--- src/rtl/vsharp_pkg.sv ---
package vsharp_pkg;

    // Pixel and coefficient geometry
    localparam int PIX_W   = 8;
    localparam int K_INT   = 4;
    localparam int K_FRAC  = 4;

    // Derived widths
    localparam int K_W     = K_INT + K_FRAC;
    localparam int SUM_W   = PIX_W + 1;               // outer-tap sum
    localparam int DIFF_W  = PIX_W + 2;               // signed 2M - (P+C)
    localparam int PROD_W  = DIFF_W + K_W + 1;        // signed product
    localparam int SCL_W   = PROD_W - K_FRAC;         // after fraction drop
    localparam int ACC_W   = SCL_W + 1;               // centre + scaled
    localparam int PIX_MAX = (1 << PIX_W) - 1;
    localparam int DIFF_LIM = 2 * PIX_MAX;

    typedef logic [PIX_W-1:0]         pix_t;
    typedef logic [K_W-1:0]           coef_t;
    typedef logic signed [DIFF_W-1:0] diff_t;
    typedef logic signed [PROD_W-1:0] prod_t;
    typedef logic signed [SCL_W-1:0]  scl_t;
    typedef logic signed [ACC_W-1:0]  acc_t;

    // Payload after the difference stage
    typedef struct packed {
        diff_t d2;
        pix_t  centre;
        coef_t gain;
    } stg1_t;

    // Payload after the scaling stage
    typedef struct packed {
        scl_t  corr;
        pix_t  centre;
    } stg2_t;

    // Second difference: twice the centre minus both outer taps
    function automatic diff_t second_diff(pix_t p, pix_t m, pix_t c);
        logic [SUM_W-1:0] outer;
        logic [SUM_W-1:0] twice;
        outer = SUM_W'(p) + SUM_W'(c);
        twice = {m, 1'b0};
        return diff_t'({1'b0, twice}) - diff_t'({1'b0, outer});
    endfunction

    // Drop the fraction bits, rounding halves toward plus infinity
    function automatic scl_t round_frac(prod_t p);
        prod_t biased;
        biased = p + prod_t'(1 << (K_FRAC - 1));
        return SCL_W'(biased >>> K_FRAC);
    endfunction

    // Saturate a signed accumulator into the pixel range
    function automatic pix_t sat_pix(acc_t a);
        if (a < 0)
            return '0;
        else if (a > acc_t'(PIX_MAX))
            return pix_t'(PIX_MAX);
        else
            return pix_t'(a);
    endfunction

endpackage

--- src/rtl/vsharp_diff_stage.sv ---
module vsharp_diff_stage
    import vsharp_pkg::*;
(
    input  logic  clk,
    input  logic  rst,
    input  logic  v_in,
    input  pix_t  p_in,
    input  pix_t  m_in,
    input  pix_t  c_in,
    input  coef_t k_in,
    output logic  v_q,
    output stg1_t s_q
);

    diff_t d2_c;

    always_comb begin
        d2_c = second_diff(p_in, m_in, c_in);
    end

    always_ff @(posedge clk) begin
        if (rst)
            v_q <= 1'b0;
        else
            v_q <= v_in;
    end

    always_ff @(posedge clk) begin
        if (v_in) begin
            s_q.d2     <= d2_c;
            s_q.centre <= m_in;
            s_q.gain   <= k_in;
        end
    end

    AST_DIFF_BOUND: assert property (@(posedge clk) disable iff (rst)
        v_q |-> (s_q.d2 >= -diff_t'(DIFF_LIM) && s_q.d2 <= diff_t'(DIFF_LIM)));

    AST_S1_VALID_FOLLOW: assert property (@(posedge clk) disable iff (rst)
        !$past(rst) |-> (v_q == $past(v_in)));

    AST_S1_GAIN_TRACK: assert property (@(posedge clk) disable iff (rst)
        v_in |=> (s_q.gain == $past(k_in)));

endmodule

--- src/rtl/vsharp_scale_stage.sv ---
module vsharp_scale_stage
    import vsharp_pkg::*;
(
    input  logic  clk,
    input  logic  rst,
    input  logic  v_in,
    input  stg1_t s_in,
    output logic  v_q,
    output stg2_t s_q
);

    prod_t prod_c;
    scl_t  corr_c;

    always_comb begin
        prod_c = prod_t'(s_in.d2) * prod_t'($signed({1'b0, s_in.gain}));
        corr_c = round_frac(prod_c);
    end

    always_ff @(posedge clk) begin
        if (rst)
            v_q <= 1'b0;
        else
            v_q <= v_in;
    end

    always_ff @(posedge clk) begin
        if (v_in) begin
            s_q.corr   <= corr_c;
            s_q.centre <= s_in.centre;
        end
    end

    AST_FLAT_NO_CORR: assert property (@(posedge clk) disable iff (rst)
        (v_in && s_in.d2 == '0) |=> (s_q.corr == '0));

    AST_ZERO_GAIN: assert property (@(posedge clk) disable iff (rst)
        (v_in && s_in.gain == '0) |=> (s_q.corr == '0));

    AST_CORR_SIGN: assert property (@(posedge clk) disable iff (rst)
        (v_in && s_in.d2 > 0) |=> (s_q.corr >= 0));

    AST_S2_VALID_FOLLOW: assert property (@(posedge clk) disable iff (rst)
        !$past(rst) |-> (v_q == $past(v_in)));

endmodule

--- src/rtl/vsharp_sat_stage.sv ---
module vsharp_sat_stage
    import vsharp_pkg::*;
(
    input  logic  clk,
    input  logic  rst,
    input  logic  v_in,
    input  stg2_t s_in,
    output logic  v_q,
    output pix_t  pix_q
);

    acc_t acc_c;

    always_comb begin
        acc_c = acc_t'({1'b0, s_in.centre}) + acc_t'(s_in.corr);
    end

    always_ff @(posedge clk) begin
        if (rst)
            v_q <= 1'b0;
        else
            v_q <= v_in;
    end

    always_ff @(posedge clk) begin
        if (v_in)
            pix_q <= sat_pix(acc_c);
    end

    AST_CLAMP_LOW: assert property (@(posedge clk) disable iff (rst)
        (v_in && acc_c < 0) |=> (pix_q == '0));

    AST_CLAMP_HIGH: assert property (@(posedge clk) disable iff (rst)
        (v_in && acc_c > acc_t'(PIX_MAX)) |=> (pix_q == pix_t'(PIX_MAX)));

    AST_IDLE_HOLD: assert property (@(posedge clk) disable iff (rst)
        !v_in |=> $stable(pix_q));

    AST_S3_VALID_FOLLOW: assert property (@(posedge clk) disable iff (rst)
        !$past(rst) |-> (v_q == $past(v_in)));

endmodule

--- src/rtl/vsharp_filter.sv ---
module vsharp_filter
    import vsharp_pkg::*;
(
    input  logic       clk,
    input  logic       rst,
    input  logic       in_valid,
    input  logic [7:0] tap_prev,
    input  logic [7:0] tap_mid,
    input  logic [7:0] tap_cur,
    input  logic [7:0] coef_k,
    output logic       out_valid,
    output logic [7:0] out_pix
);

    logic  v1, v2;
    stg1_t s1;
    stg2_t s2;

    vsharp_diff_stage u_diff (
        .clk  (clk),
        .rst  (rst),
        .v_in (in_valid),
        .p_in (tap_prev),
        .m_in (tap_mid),
        .c_in (tap_cur),
        .k_in (coef_k),
        .v_q  (v1),
        .s_q  (s1)
    );

    vsharp_scale_stage u_scale (
        .clk  (clk),
        .rst  (rst),
        .v_in (v1),
        .s_in (s1),
        .v_q  (v2),
        .s_q  (s2)
    );

    vsharp_sat_stage u_sat (
        .clk   (clk),
        .rst   (rst),
        .v_in  (v2),
        .s_in  (s2),
        .v_q   (out_valid),
        .pix_q (out_pix)
    );

    AST_RESET_CLEARS: assert property (@(posedge clk)
        rst |=> !out_valid);

    AST_CENTRE_CARRY: assert property (@(posedge clk) disable iff (rst)
        v1 |=> (s2.centre == $past(s1.centre)));

endmodule

--- config.mk ---
export PLATFORM = sky130hd
export DESIGN_NAME = vsharp_filter
export DESIGN_NICKNAME = d
export VERILOG_FILES = /design/src/rtl/vsharp_pkg.sv /design/src/rtl/vsharp_diff_stage.sv /design/src/rtl/vsharp_scale_stage.sv /design/src/rtl/vsharp_sat_stage.sv /design/src/rtl/vsharp_filter.sv
export SDC_FILE = /design/constraint.sdc
export NUM_CORES = 1
export LEC_CHECK = 0
export ABC_AREA = 1
export CAP_MARGIN = 5
export CORE_ASPECT_RATIO = 1.75
export CORE_MARGIN = 8
export CORE_UTILIZATION = 50
export DETAILED_ROUTE_END_ITERATION = 10
export MAX_ROUTING_LAYER = met4
export PLACE_DENSITY = 0.72
export SETUP_SLACK_MARGIN = 0.2
export SYNTH_ARGS = -nofsm -noshare
export SYNTH_HDL_FRONTEND = slang
export SYNTH_SLANG_ARGS = --single-unit
--- constraint.sdc ---
create_clock -name clk -period 4.6 [get_ports clk]
set_input_delay 0.92 -clock clk [delete_from_list [all_inputs] [get_ports clk]]
set_output_delay 0.92 -clock clk [all_outputs]
set_load 0.03 [all_outputs]
## Word level (Yosys, flattened, before mapping)

Index checks and enable logic that the tools add are counted.

| storage, ports and cells | value |
|---|---|
| logic and storage cells | 17 |
| bits in read-only memories | 0 |
| input bits | 35 |
| bits in registers | 60 |
| bits in latches | 0 |
| memories kept | 0 |
| bits in writable memories | 0 |

| operators by class | value |
|---|---|
| shift operators | 0 |
| reductions and logical operators | 0 |
| divide/modulo/power cells | 0 |
| multipliers | 1 |
| mux-type cells | 1 |
| eq/ne operators | 0 |
| bitwise gates (word level) | 0 |
| add/sub/neg operators | 4 |
| order comparisons | 2 |

Operators with widths:

| kind | count |
|---|---|
| adder 19 x 5 -> 19 bit (second input constant) | 1 |
| multiplier 10 x 9 -> 19 bit | 1 |
| adder 9 x 15 -> 16 bit | 1 |
| greater-than comparator 16 x 9 -> 1 bit (second input constant) | 1 |
| < comparator 16 x 1 -> 1 bit (second input constant) | 1 |
| subtractor 9 x 9 -> 10 bit | 1 |
| adder 8 x 8 -> 9 bit | 1 |
| two-way mux 8 bit | 1 |

## Longest topological paths before layout

| logic depth | value |
|---|---|
| depth after elaboration | 3 |
| depth in mapped cells | 19 |

## Hierarchy

From an unflattened synthesis, not the netlist that was laid out.

| unflattened totals | value |
|---|---|
| cells, all modules | 901 |
| area, all modules | 7044.3 µm² |

Modules (own cells, without submodules):

| module | sequential area each (µm²) | area each (µm²) | times used | cells each |
|---|---|---|---|---|
| vsharp_scale_stage | 710.7 | 4393.0 | 1 | 578 |
| vsharp_diff_stage | 800.8 | 1448.9 | 1 | 136 |
| vsharp_sat_stage | 260.2 | 1202.4 | 1 | 187 |

## Worst setup path after synthesis

OpenSTA, ideal clock, no wires.

| timing | value |
|---|---|
| path kind | register to register |
| start | register u_diff.s_q[25] (netlist name) |
| end | register u_scale.s_q[22] (netlist name) (data pin) |
| setup time | 261 ps |
| slack | 223 ps |
| stages on the path, launching flop included | 19 |
| data arrival time | 4116 ps |
| period minus slack after synthesis | 4377 ps |
| path buffers | 1 |
| cell sequence | edfxtp_1 > clkbuf_1 > nand2_1 > inv_1 > fa_1 > inv_1 > fa_1 > inv_1 > fa_1 > inv_1 > fa_1 > inv_1 > ha_1 > inv_1 > nor3_1 > and2_1 > nand3_1 > nand3_1 > xor2_1 |

| on the way | value |
|---|---|
| longest elaborated chain between the ends | 2 |

RTL lines:

| item | line | RTL |
|---|---|---|
| from (decl) | vsharp_diff_stage.sv:12 | `output stg1_t s_q` |
| multiplier 10 x 9 -> 19 bit | vsharp_scale_stage.sv:16 | `prod_c = prod_t'(s_in.d2) * prod_t'($signed({1'b0, s_in.gain}));` |
| adder 19 x 5 -> 19 bit | vsharp_pkg.sv:50 | `biased = p + prod_t'(1 << (K_FRAC - 1));` |
| net u_scale.corr_c[14] | vsharp_scale_stage.sv:13 | `scl_t corr_c;` |
| to (decl) | vsharp_scale_stage.sv:9 | `output stg2_t s_q` |

The timed path passes the listed nets, and every way through them passes these cells.
A chain may end at the register's enable or synchronous reset.

## Worst setup path after layout

| timing | value |
|---|---|
| start | register u_diff.s_q[4] (netlist name) |
| end | register u_scale.s_q[21] (netlist name) (data pin) |

The elaborated chain is that of the path after synthesis.

==> impl_metrics.py <==
metrics = {
    "run_status": {
        "status": "completed",
    },
    "clock_network": {
        "clkSlewWorstSetupHoldPaths_ns": 0.05,
        "cts_tree": "built",
        "cts.path.max_buffers": 2,
        "htreeDepth": 3,
        "numClockSinks": 60,
        "worst_skew_pair.late_latency_ns": 0.34,
        "hold_buffers": 0,
        "cts-buffers-inserted": 9,
        "clockRootBuffer": "clkbuf_16",
    },
    "critical_path": {
        "path_cells": "buf_4 -> nand2_1 -> inv_1 -> fa_2 -> inv_2 -> fa_1 -> fa_1 -> fa_1 -> inv_1 -> ha_4 -> inv_1 -> nor3_4 -> and2_4 -> nand4_1 -> nand3_1 -> xor2_1",
        "rr_worst_depth": 16,
        "critical_path_cell_count": 16,
        "cp_top_family": "adder cells",
        "worstPathMaxFanout": 6,
        "crit_path_end_kind": "flip-flop",
        "rr_endpoint": "u_scale.s_q[21]",
        "worstPathRequired_ns": 4.69,
        "crit_buf_inv": 5,
        "critPathSlowestCell": "fa_2",
        "worst_setup_path_start_kind": "flip-flop",
        "rrSetupSlack_ns": 0.29,
        "r2r_start": "u_diff.s_q[4]",
        "max_stage_delay_ns": 0.56,
        "crit_type": "reg -> reg",
        "cp.arrival_ns": 4.40,
    },
    "global_route": {
        "grt_antenna_before_repair": 0,
        "grt_usage": 0.184,
        "grt_pass1_vias": 5515,
        "grt_start_max_net_pins": 28,
        "grt_pass1_wl_um": 24100,
        "gr-total-overflow": 0,
    },
    "layout": {
        "layout_commonest_cell": "inv_1",
        "diodes": 0,
        "layout_common_cells": "inv_1, nand2_1, fa_1",
        "drive_above_1_share": 0.116,
        "syn_to_final_growth_pct": 20.0,
        "nets": 1023,
        "nFillCells": 1135,
    },
    "timing": {
        "clock_skew_ns": 0.00588,
        "period_share": 0.938,
        "setup_slack_ns": 0.286,
        "fmax_mhz": 232,
        "maxSlewHeadroom": 0.311,
        "tightest_slew_ns": 1.03,
        "finalHoldViolCount": 0,
        "drv_slew": 0,
        "finalCriticalPeriod_ns": 4.31,
        "tns_ns": 0,
        "setup_viol": 0,
        "rsz0062_at_grt": "false",
    },
    "synth": {
        "ys_ff_latch": 60,
        "synth_top_area_frac": 0.259,
        "synth.largest_area_cell": "edfxtp_1",
        "yosysUniqueCellTypes": 33,
        "netlist_instances": 792,
        "async_flop_share": 0,
        "ys.warnings.count": 0,
        "synth.yosys.seq_area_share": 0.268,
        "ys.flop_type": "edfxtp_1",
        "syn_nets": 957,
        "syn_avg_cell_area_um2": 8.35,
        "netlist_area_mm2": 0.00661,
        "synth_edf_count": 57,
        "ys_top_cells_by_area": "edfxtp_1, fa_1, inv_1",
    },
    "detailed_routing": {
        "drtPass1Iterations": 5,
        "wire_per_inst_um": 14.1,
        "drt-initial-drc-count": 212,
        "ant_nets": 0,
        "vias_per_cell": 4.97,
        "vias": 5140,
        "wl_um": 14600,
        "remaining_drc_errors": 0,
    },
    "floorplan": {
        "die_w_um": 103,
        "coreArea_mm2": 0.0129,
        "dieArea_mm2": 0.0173,
        "core.rowCount": 55,
        "ios": 44,
        "die_h_um": 168,
        "start_util": 0.511,
    },
    "place": {
        "port_buffers": 43,
        "pre_cts_slack_ns": 0.140,
        "gp_congestion": 0.936,
        "hpwl_um": 12000,
    },
    "worst_hold_path": {
        "min_to": "u_scale.s_q[5]",
        "hold_path_startpoint": "u_diff.s_q[13]",
        "holdCritPathClass": "reg -> reg",
        "min_path_cells": 0,
    },
    "job": {
        "max-cap-violations": 0,
    },
}
flip-flops by register name, indices dropped and copies added (netlist names):
name and cells:
u_diff.s_q 26, u_sat.v_q 1, u_scale.v_q 1, u_scale.s_q 23, u_diff.v_q 1, u_sat.pix_q 8
worst register-to-register path: stages, from the launching register on:
cell and delay [ns]:
edfxtp_1 0.51, buf_4 0.20, nand2_1 0.05, inv_1 0.07, fa_2 0.56, inv_2 0.07
fa_1 0.56, fa_1 0.45, fa_1 0.54, inv_1 0.06, ha_4 0.29, inv_1 0.08
nor3_4 0.18, and2_4 0.16, nand4_1 0.07, nand3_1 0.13, xor2_1 0.07
cells by family after synthesis:
| group | Yosys count | share of synthesized area |
|---|---|---|
| AND/OR/NAND/NOR | 265 | 0.169 |
| AO/OA/AOI/OAI | 58 | 0.0498 |
| buffers and inverters | 246 | 0.141 |
| flip-flops | 60 | 0.268 |
| adder cells (fa/ha/maj) | 130 | 0.329 |
| XOR/XNOR | 33 | 0.0437 |
through the flow:
| stage | area (µm²) | util | hold WS (ns) | cells |
|---|---|---|---|---|
| after global placement | 7250 | 0.560 | 0.403 | 997 |
| after CTS | 7660 | 0.592 | 0.415 | 1022 |
| after global routing | 7940 | 0.614 | 0.427 | 1034 |
| after floorplan | 6610 | - | 0.400 | 792 |
| final | 7940 | 0.614 | 0.418 | 1034 |
| after detailed placement | 7250 | 0.560 | 0.406 | 997 |
timing repair:
action	in CTS	in global routing
setup endpoints to repair	3	9
resized for setup	6	53
endpoints found under the hold margin	0	0
buffers inserted	9	12
pin swaps	0	20
gates cloned	0	0
worst max path at each step:
stage	startpoint	to	slack, ns
after floorplan	u_diff.s_q[25]	u_scale.s_q[22]	0.22
after global placement	u_diff.s_q[3]	u_scale.s_q[21]	0.17
after detailed placement	u_diff.s_q[25]	u_scale.s_q[22]	0.14
after CTS	u_diff.s_q[5]	u_scale.s_q[17]	0.21
after global routing	u_diff.s_q[23]	u_scale.s_q[16]	0.15
final	u_diff.s_q[4]	u_scale.s_q[21]	0.29
final cells by class:
cell class | count | area [µm²] | area share
clock buffers | 9 | 225 | 0.0284
clock inverters | 7 | 75.1 | 0.00946
inverters | 227 | 855 | 0.108
multi-input cells | 486 | 4130 | 0.520
flip-flops and latches | 60 | 1770 | 0.223
well taps | 171 | 214 | 0.0270
repair buffers | 74 | 672 | 0.0846
Yosys cell counts, types with 3 or more instances:
library cell	number
edfxtp_1	57
o21ai_0	10
xor2_1	21
nand4_1	6
dfxtp_1	3
xnor2_1	12
fa_1	73
a21o_1	5
o21bai_1	3
nand2_2	4
nor2_1	25
clkbuf_1	16
nand2_1	181
nor3_1	4
nand3_1	37
buf_4	3
ha_1	57
a21oi_1	31
inv_1	227
layer usage:
layer | track usage | vias up | wire length, µm
met4 | 0.127 | 0 | 775
met2 | 0.348 | 118 | 8570
met3 | 0.0268 | 62 | 370
li1 | - | 2520 | -
met5 | - | - | 0
met1 | 0.153 | 2440 | 4850
Power is left out: the tool's default activity adds up to more than one toggle a clock period on the data nets, which glitch-free logic cannot reach.
